### config.mk
export PLATFORM = sky130hd
export DESIGN_NAME = pwr_mode_ctrl
export DESIGN_NICKNAME = d
export VERILOG_FILES = /design/src/rtl/pwr_mode_pkg.sv /design/src/rtl/pwr_exit_filter.sv /design/src/rtl/pwr_wake_arb.sv /design/src/rtl/pwr_mode_fsm.sv /design/src/rtl/pwr_mode_ctrl.sv
export SDC_FILE = /design/constraint.sdc
export NUM_CORES = 1
export LEC_CHECK = 0
export BUFFER_PORTS_ARGS = -buffer_cell sky130_fd_sc_hd__buf_2
export CAP_MARGIN = 20
export CORE_MARGIN = 2
export CORE_UTILIZATION = 35
export DETAILED_ROUTE_END_ITERATION = 10
export GPL_TIMING_DRIVEN = 0
export PLACE_DENSITY_LB_ADDON = 0.2
export SLEW_MARGIN = 20
export SYNTH_ARGS = -nofsm -noshare
export SYNTH_HDL_FRONTEND = slang
export SYNTH_HIERARCHICAL = 1
export SYNTH_SLANG_ARGS = --single-unit
### constraint.sdc
create_clock -name clk -period 1.9 [get_ports clk]
set_clock_uncertainty 0.05 [all_clocks]
set_input_delay 0.19 -clock clk [delete_from_list [all_inputs] [get_ports clk]]
set_output_delay 0.19 -clock clk [all_outputs]
set_load 0.02 [all_outputs]
### src/rtl/pwr_mode_pkg.sv
package pwr_mode_pkg;

    localparam int NSRC       = 10;
    localparam int WATCH_SRCS = 3;
    localparam int SRC_W      = $clog2(NSRC);

    typedef enum logic [1:0] {
        PM_ACTIVE  = 2'd0,
        PM_STANDBY = 2'd1,
        PM_WATCH   = 2'd2,
        PM_STOP    = 2'd3
    } pmode_e;

    typedef struct packed {
        logic osc;
        logic sub;
        logic per;
        logic cpu;
    } clk_en_t;

    // Clock enables as a function of the state and the latched sub-oscillator choice
    function automatic clk_en_t clk_en_for(pmode_e m, logic sub_keep);
        clk_en_t e;
        case (m)
            PM_ACTIVE:  e = '{osc: 1'b1, sub: 1'b1, per: 1'b1, cpu: 1'b1};
            PM_STANDBY: e = '{osc: 1'b1, sub: 1'b1, per: 1'b1, cpu: 1'b0};
            PM_WATCH:   e = '{osc: 1'b0, sub: 1'b1, per: 1'b0, cpu: 1'b0};
            default:    e = '{osc: 1'b0, sub: sub_keep, per: 1'b0, cpu: 1'b0};
        endcase
        return e;
    endfunction

    // Lowest set index wins
    function automatic logic [SRC_W-1:0] first_set(logic [NSRC-1:0] v);
        logic [SRC_W-1:0] idx;
        idx = '0;
        for (int i = NSRC - 1; i >= 0; i--) begin
            if (v[i]) idx = SRC_W'(i);
        end
        return idx;
    endfunction

    typedef struct packed {
        logic             hit;
        logic [SRC_W-1:0] src;
    } wake_req_t;

endpackage

### src/rtl/pwr_exit_filter.sv
module pwr_exit_filter #(
    parameter int STAB_CYC = 4
) (
    input  logic clk,
    input  logic rst,
    input  logic pin_n,
    output logic qual
);
    localparam int CNT_W = $clog2(STAB_CYC + 1);
    localparam logic [CNT_W-1:0] LAST = CNT_W'(STAB_CYC - 1);
    localparam logic [CNT_W-1:0] FULL = CNT_W'(STAB_CYC);

    logic [CNT_W-1:0] cnt_q;

    always_ff @(posedge clk) begin
        if (rst || pin_n) begin
            cnt_q <= '0;
        end else if (cnt_q != FULL) begin
            cnt_q <= cnt_q + 1'b1;
        end
    end

    // Fires once, on the STAB_CYC-th consecutive low sample
    assign qual = !pin_n && (cnt_q == LAST);

endmodule

### src/rtl/pwr_wake_arb.sv
module pwr_wake_arb
    import pwr_mode_pkg::*;
(
    input  pmode_e          mode,
    input  logic [NSRC-1:0] flag,
    input  logic [NSRC-1:0] mask,
    output wake_req_t       req
);
    logic [NSRC-1:0] allow;
    logic [NSRC-1:0] pend;

    for (genvar i = 0; i < NSRC; i++) begin : g_allow
        if (i < WATCH_SRCS) begin : g_any
            assign allow[i] = (mode == PM_STANDBY) || (mode == PM_WATCH);
        end else begin : g_sby
            assign allow[i] = (mode == PM_STANDBY);
        end
    end

    assign pend    = flag & ~mask & allow;
    assign req.hit = |pend;
    assign req.src = first_set(pend);

endmodule

### src/rtl/pwr_mode_fsm.sv
module pwr_mode_fsm
    import pwr_mode_pkg::*;
(
    input  logic             clk,
    input  logic             rst,
    input  logic             sby_req,
    input  logic             stop_req,
    input  logic             tmode_sel,
    input  logic             sub_off,
    input  logic             rst_qual,
    input  logic             clr_qual,
    input  wake_req_t        wreq,
    input  logic             gie,
    output pmode_e           mode,
    output logic             sub_keep,
    output logic             ram_kept,
    output logic             wake_o,
    output logic             int_take,
    output logic [SRC_W-1:0] wake_src,
    output logic             mcu_rst_o
);
    pmode_e           mode_q, mode_d;
    logic             keep_q, keep_d;
    logic             ram_q, ram_d;
    logic             wake_q, wake_d;
    logic             take_q, take_d;
    logic [SRC_W-1:0] src_q, src_d;
    logic             mrst_q, mrst_d;

    always_comb begin
        mode_d = mode_q;
        keep_d = keep_q;
        ram_d  = ram_q;
        wake_d = 1'b0;
        take_d = 1'b0;
        src_d  = src_q;
        mrst_d = 1'b0;
        if (rst_qual) begin
            mode_d = PM_ACTIVE;
            ram_d  = 1'b0;
            mrst_d = 1'b1;
        end else begin
            case (mode_q)
                PM_ACTIVE: begin
                    if (stop_req) begin
                        mode_d = tmode_sel ? PM_WATCH : PM_STOP;
                        keep_d = !sub_off;
                    end else if (sby_req) begin
                        mode_d = PM_STANDBY;
                    end
                end
                PM_STOP: begin
                    if (clr_qual) begin
                        mode_d = PM_ACTIVE;
                        ram_d  = 1'b1;
                        wake_d = 1'b1;
                    end
                end
                default: begin
                    if (wreq.hit) begin
                        mode_d = PM_ACTIVE;
                        wake_d = 1'b1;
                        take_d = gie;
                        src_d  = wreq.src;
                    end
                end
            endcase
        end
    end

    always_ff @(posedge clk) begin
        if (rst) begin
            mode_q <= PM_ACTIVE;
            keep_q <= 1'b1;
            ram_q  <= 1'b0;
            wake_q <= 1'b0;
            take_q <= 1'b0;
            src_q  <= '0;
            mrst_q <= 1'b0;
        end else begin
            mode_q <= mode_d;
            keep_q <= keep_d;
            ram_q  <= ram_d;
            wake_q <= wake_d;
            take_q <= take_d;
            src_q  <= src_d;
            mrst_q <= mrst_d;
        end
    end

    assign mode      = mode_q;
    assign sub_keep  = keep_q;
    assign ram_kept  = ram_q;
    assign wake_o    = wake_q;
    assign int_take  = take_q;
    assign wake_src  = src_q;
    assign mcu_rst_o = mrst_q;

endmodule

### src/rtl/pwr_mode_ctrl.sv
module pwr_mode_ctrl
    import pwr_mode_pkg::*;
#(
    parameter int STAB_CYC = 4
) (
    input  logic             clk,
    input  logic             rst,
    input  logic             sby_req,
    input  logic             stop_req,
    input  logic             tmode_sel,
    input  logic             sub_off,
    input  logic             ext_rst_n,
    input  logic             stop_clr_n,
    input  logic [NSRC-1:0]  irq_flag,
    input  logic [NSRC-1:0]  irq_mask,
    input  logic             gie,
    output logic             osc_en,
    output logic             sub_en,
    output logic             per_en,
    output logic             cpu_en,
    output logic             ram_kept,
    output logic             wake_o,
    output logic             int_take,
    output logic [SRC_W-1:0] wake_src,
    output logic             mcu_rst_o
);
    localparam int NPIN = 2;

    logic [NPIN-1:0] pins_n;
    logic [NPIN-1:0] quals;
    pmode_e          mode;
    logic            sub_keep;
    wake_req_t       wreq;
    clk_en_t         en;

    // index 0: reset pin, index 1: stop-clear pin
    assign pins_n = {stop_clr_n, ext_rst_n};

    for (genvar p = 0; p < NPIN; p++) begin : g_pin
        pwr_exit_filter #(.STAB_CYC(STAB_CYC)) u_flt (
            .clk   (clk),
            .rst   (rst),
            .pin_n (pins_n[p]),
            .qual  (quals[p])
        );
    end

    pwr_wake_arb u_arb (
        .mode (mode),
        .flag (irq_flag),
        .mask (irq_mask),
        .req  (wreq)
    );

    pwr_mode_fsm u_fsm (
        .clk       (clk),
        .rst       (rst),
        .sby_req   (sby_req),
        .stop_req  (stop_req),
        .tmode_sel (tmode_sel),
        .sub_off   (sub_off),
        .rst_qual  (quals[0]),
        .clr_qual  (quals[1]),
        .wreq      (wreq),
        .gie       (gie),
        .mode      (mode),
        .sub_keep  (sub_keep),
        .ram_kept  (ram_kept),
        .wake_o    (wake_o),
        .int_take  (int_take),
        .wake_src  (wake_src),
        .mcu_rst_o (mcu_rst_o)
    );

    assign en     = clk_en_for(mode, sub_keep);
    assign osc_en = en.osc;
    assign sub_en = en.sub;
    assign per_en = en.per;
    assign cpu_en = en.cpu;

endmodule

==> metrics.cfg <==
[route]
wl_mm = 2.32
antenna_left = 0
wl_per_cell_um = 10.6
wl_met2_mm = 1.16
post-route-drc-count = 0
via_count = 1023
via_per_inst = 4.69
first_pass_iters = 3
drt_iter0_drc = 22
wl_met3_um = 103
dr.max_layer_used = met4
wl_met1_mm = 1.04

[cts]
worstSkewPairLatency_ns = 0.29
cts_made_buffers = 3
cts_max_level = 1
cts_max_path_buffers = 2
clockRootBuffer = clkbuf_4
clock_sinks = 17
cts.reportedPaths.clkPinSlew_ns = 0.10
cts_tree = done

[critical_path]
r2r_slack_ns = 0.11
critPathKind = register to register
cp_top_family = simple AND/OR/NAND/NOR gates
cp-end-kind = register
worstPathMaxFanout = 5
critPathArrivalTime_ns = 1.91
cp.buffers_inverters = 1
path_cells = inv_1 > ha_4 > nand3b_1 > o31a_1 > nand4_1 > nor3_2 > nand4b_1 > a21oi_1
worstPathRequired_ns = 2.03
setup.worst_path.start_class = register
crit_path_max_incr_delay_ns = 0.37
critPathSlowestCell = dfxtp_4

[cells_and_area]
design_area_mm2 = 0.00147
finish.utilization_pct = 48.4
drive_gt1_share_pct = 39.1
nets = 215
n_antenna_cell = 0
area_growth_pct = 31.8

[global_routing]
grt_max_degree = 11
grt.total_usage_pct = 13.9
overflow = 0
grt_pass1_wl_mm = 3.84
antenna_found_initial = 0
grt_pass1_vias = 947

[sta]
finalSetupViolations = 0
rsz0062_at_grt = no
final_hold_viol_count = 0
fmax_mhz = 560
slew_headroom_pct = 76.1
worst_pin_slew_ns = 0.355
min_period_ns = 1.79
post-route-period-util_pct = 94.0
worst_hold_slack_ns = 0.0800
setup_slack_ns = 0.114
finalMaxSlewViolations = 0

[power_and_ir_drop]
clkPwrFrac_pct = 15.6
switching_share_pct = 37.4
vdd_drop_max_mv = 0.289
powerDensity_mw_per_mm2 = 844
power.leakage_nw = 0.713
seq_power_share_pct = 35.2
intPower_w = 0.000775
p_switching_w = 0.000462
p_comb_share_pct = 49.3

[yosys]
synth-seq-cells = 17
ys_top_cells_by_count = 17 x dfxtp_1, 11 x ha_1, 11 x inv_1, 11 x nor2_1, 8 x nor2b_1
netlist_area_mm2 = 0.00111
syn_area_per_cell_um2 = 8.90
ys_seq_area_share_pct = 30.6
synthTopCellsByArea = dfxtp_1 31%, ha_1 12%, a21oi_2 4.7%, nor2b_1 4.5%, inv_1 3.7%
yosysUniqueCellTypes = 34
syn_nets = 165
yosysMostFrequentCell = dfxtp_1
syn-instance-count = 125
synth_top_area_share_pct = 30.6
yosys.area.top_type = dfxtp_1
yosys_warnings = 6
synth_edf_count = 0
async_reset_ff_share_pct = 0
synth_flop_cell = dfxtp_1

[floorplanning]
coreArea_mm2 = 0.00303
die_y_um = 60.4
die-area_mm2 = 0.00365
initial_core_util_pct = 36.7
rows = 20
die_w_um = 60.4
pin_count = 41

[flow_run]
maxCapViolations = 0

[place]
port_buffers = 40
gp_congestion = 0.725
dpl_cell_area_mm2 = 0.00137
dp_hpwl_mm = 1.89
dp_worst_setup_slack_ns = -0.261

[hold_path]
hp-class = input pin to register

[outcome]
status = finished clean

## cell families after synthesis
logic type,synth area share (%)
AO/OA/AOI/OAI,20.1
buffers and inverters,4.72
AND/OR/NAND/NOR,28.6
adder cells (fa/ha/maj),12.4
multiplexers,3.60
flip-flops,30.6
## worst register-to-register path: cells and delay by family (launching register included)
family / cells / cell delay, ns
and+or+nand+nor: 4 / 0.80
DFF: 1 / 0.37
adders and majority gates: 1 / 0.18
buffers and inverters: 1 / 0.06
AOI/OAI and AO/OA: 2 / 0.23
## power by group through the flow
stage,clock network (W),registers (W),logic [W]
finish,0.000193,0.000435,0.000610
global route,0.000218,0.000443,0.000667
CTS,0.000203,0.000437,0.000556
detailed placement,0,0.000441,0.000502
global placement,0,0.000438,0.000491
floorplan,0,0.000443,0.000363
## cell type report
class	instances	area (um2)
buffer	1	7.51
clock buffer	3	22.5
clock inverter	1	5.00
fill	317	1560
inverter	12	45.0
multi-input combinational	95	746
sequential	17	348
tap	44	55.1
timing repair buffer	45	238
## sequential cells by signal, summed over array words and instances, names as in the netlist
name	flops
u_fsm/mode	2
u_fsm/sub_keep	1
u_fsm/mcu_rst_o	1
u_fsm/ram_kept	1
u_fsm/int_take	1
g_pin.u_flt/cnt_q	6
u_fsm/wake_src	4
u_fsm/wake_o	1
## path summary, 6_finish.rpt
check | cells past startpoint | end | from
setup / recovery | 8 | u_fsm/mode[0]$_SDFFE_PP0P_ | u_fsm/mode[1]$_SDFFE_PP0P_
hold / removal | 3 | u_fsm/int_take$_SDFF_PP0_ | gie
hold reg to reg | 1 | u_fsm/sub_keep$_SDFFE_PP1P_ | u_fsm/sub_keep$_SDFFE_PP1P_
setup reg to reg | 8 | u_fsm/mode[0]$_SDFFE_PP0P_ | u_fsm/mode[1]$_SDFFE_PP0P_
## cells in the final DEF (no fill, tap or decap), drive strengths merged, types with 2 or more instances in the layout
cell type and instances:
buf 46, inv 12, nand4 2, ha 11, nor2 11, o31ai 2, nand3 5, dfxtp 17
or2 3, clkbuf 3, nand2b 5, mux2i 4, nand3b 6, a211o 2, a21boi 2, a21bo 2
a21o 3, nor2b 10, a21oi 11, nand2 5
## per-layer routing
layer / vias up / GRT usage, %
li1: 534 / -
met1: 467 / 16.0
met2: 20 / 25.5
met3: 2 / 2.56
met4: 0 / 4.76
met5: - / 0
## what timing repair did
| action | in CTS | in global routing |
|---|---|---|
| pin swaps | 2 | 2 |
| setup endpoints to repair | 6 | 6 |
| hold buffers | 0 | 0 |
| resized for setup | 5 | 3 |
| setup buffers | 2 | 3 |
## per-stage QoR
stage | total power, W | std cells | TNS [ns]
global route | 0.00133 | 218 | 0
detailed placement | 0.000942 | 209 | -1.04
finish | 0.00124 | 218 | 0
global placement | 0.000929 | 209 | -0.833
CTS | 0.00120 | 215 | 0
floorplan | 0.000806 | 125 | 0
No activity file was read; power rests on OpenSTA's default activity.
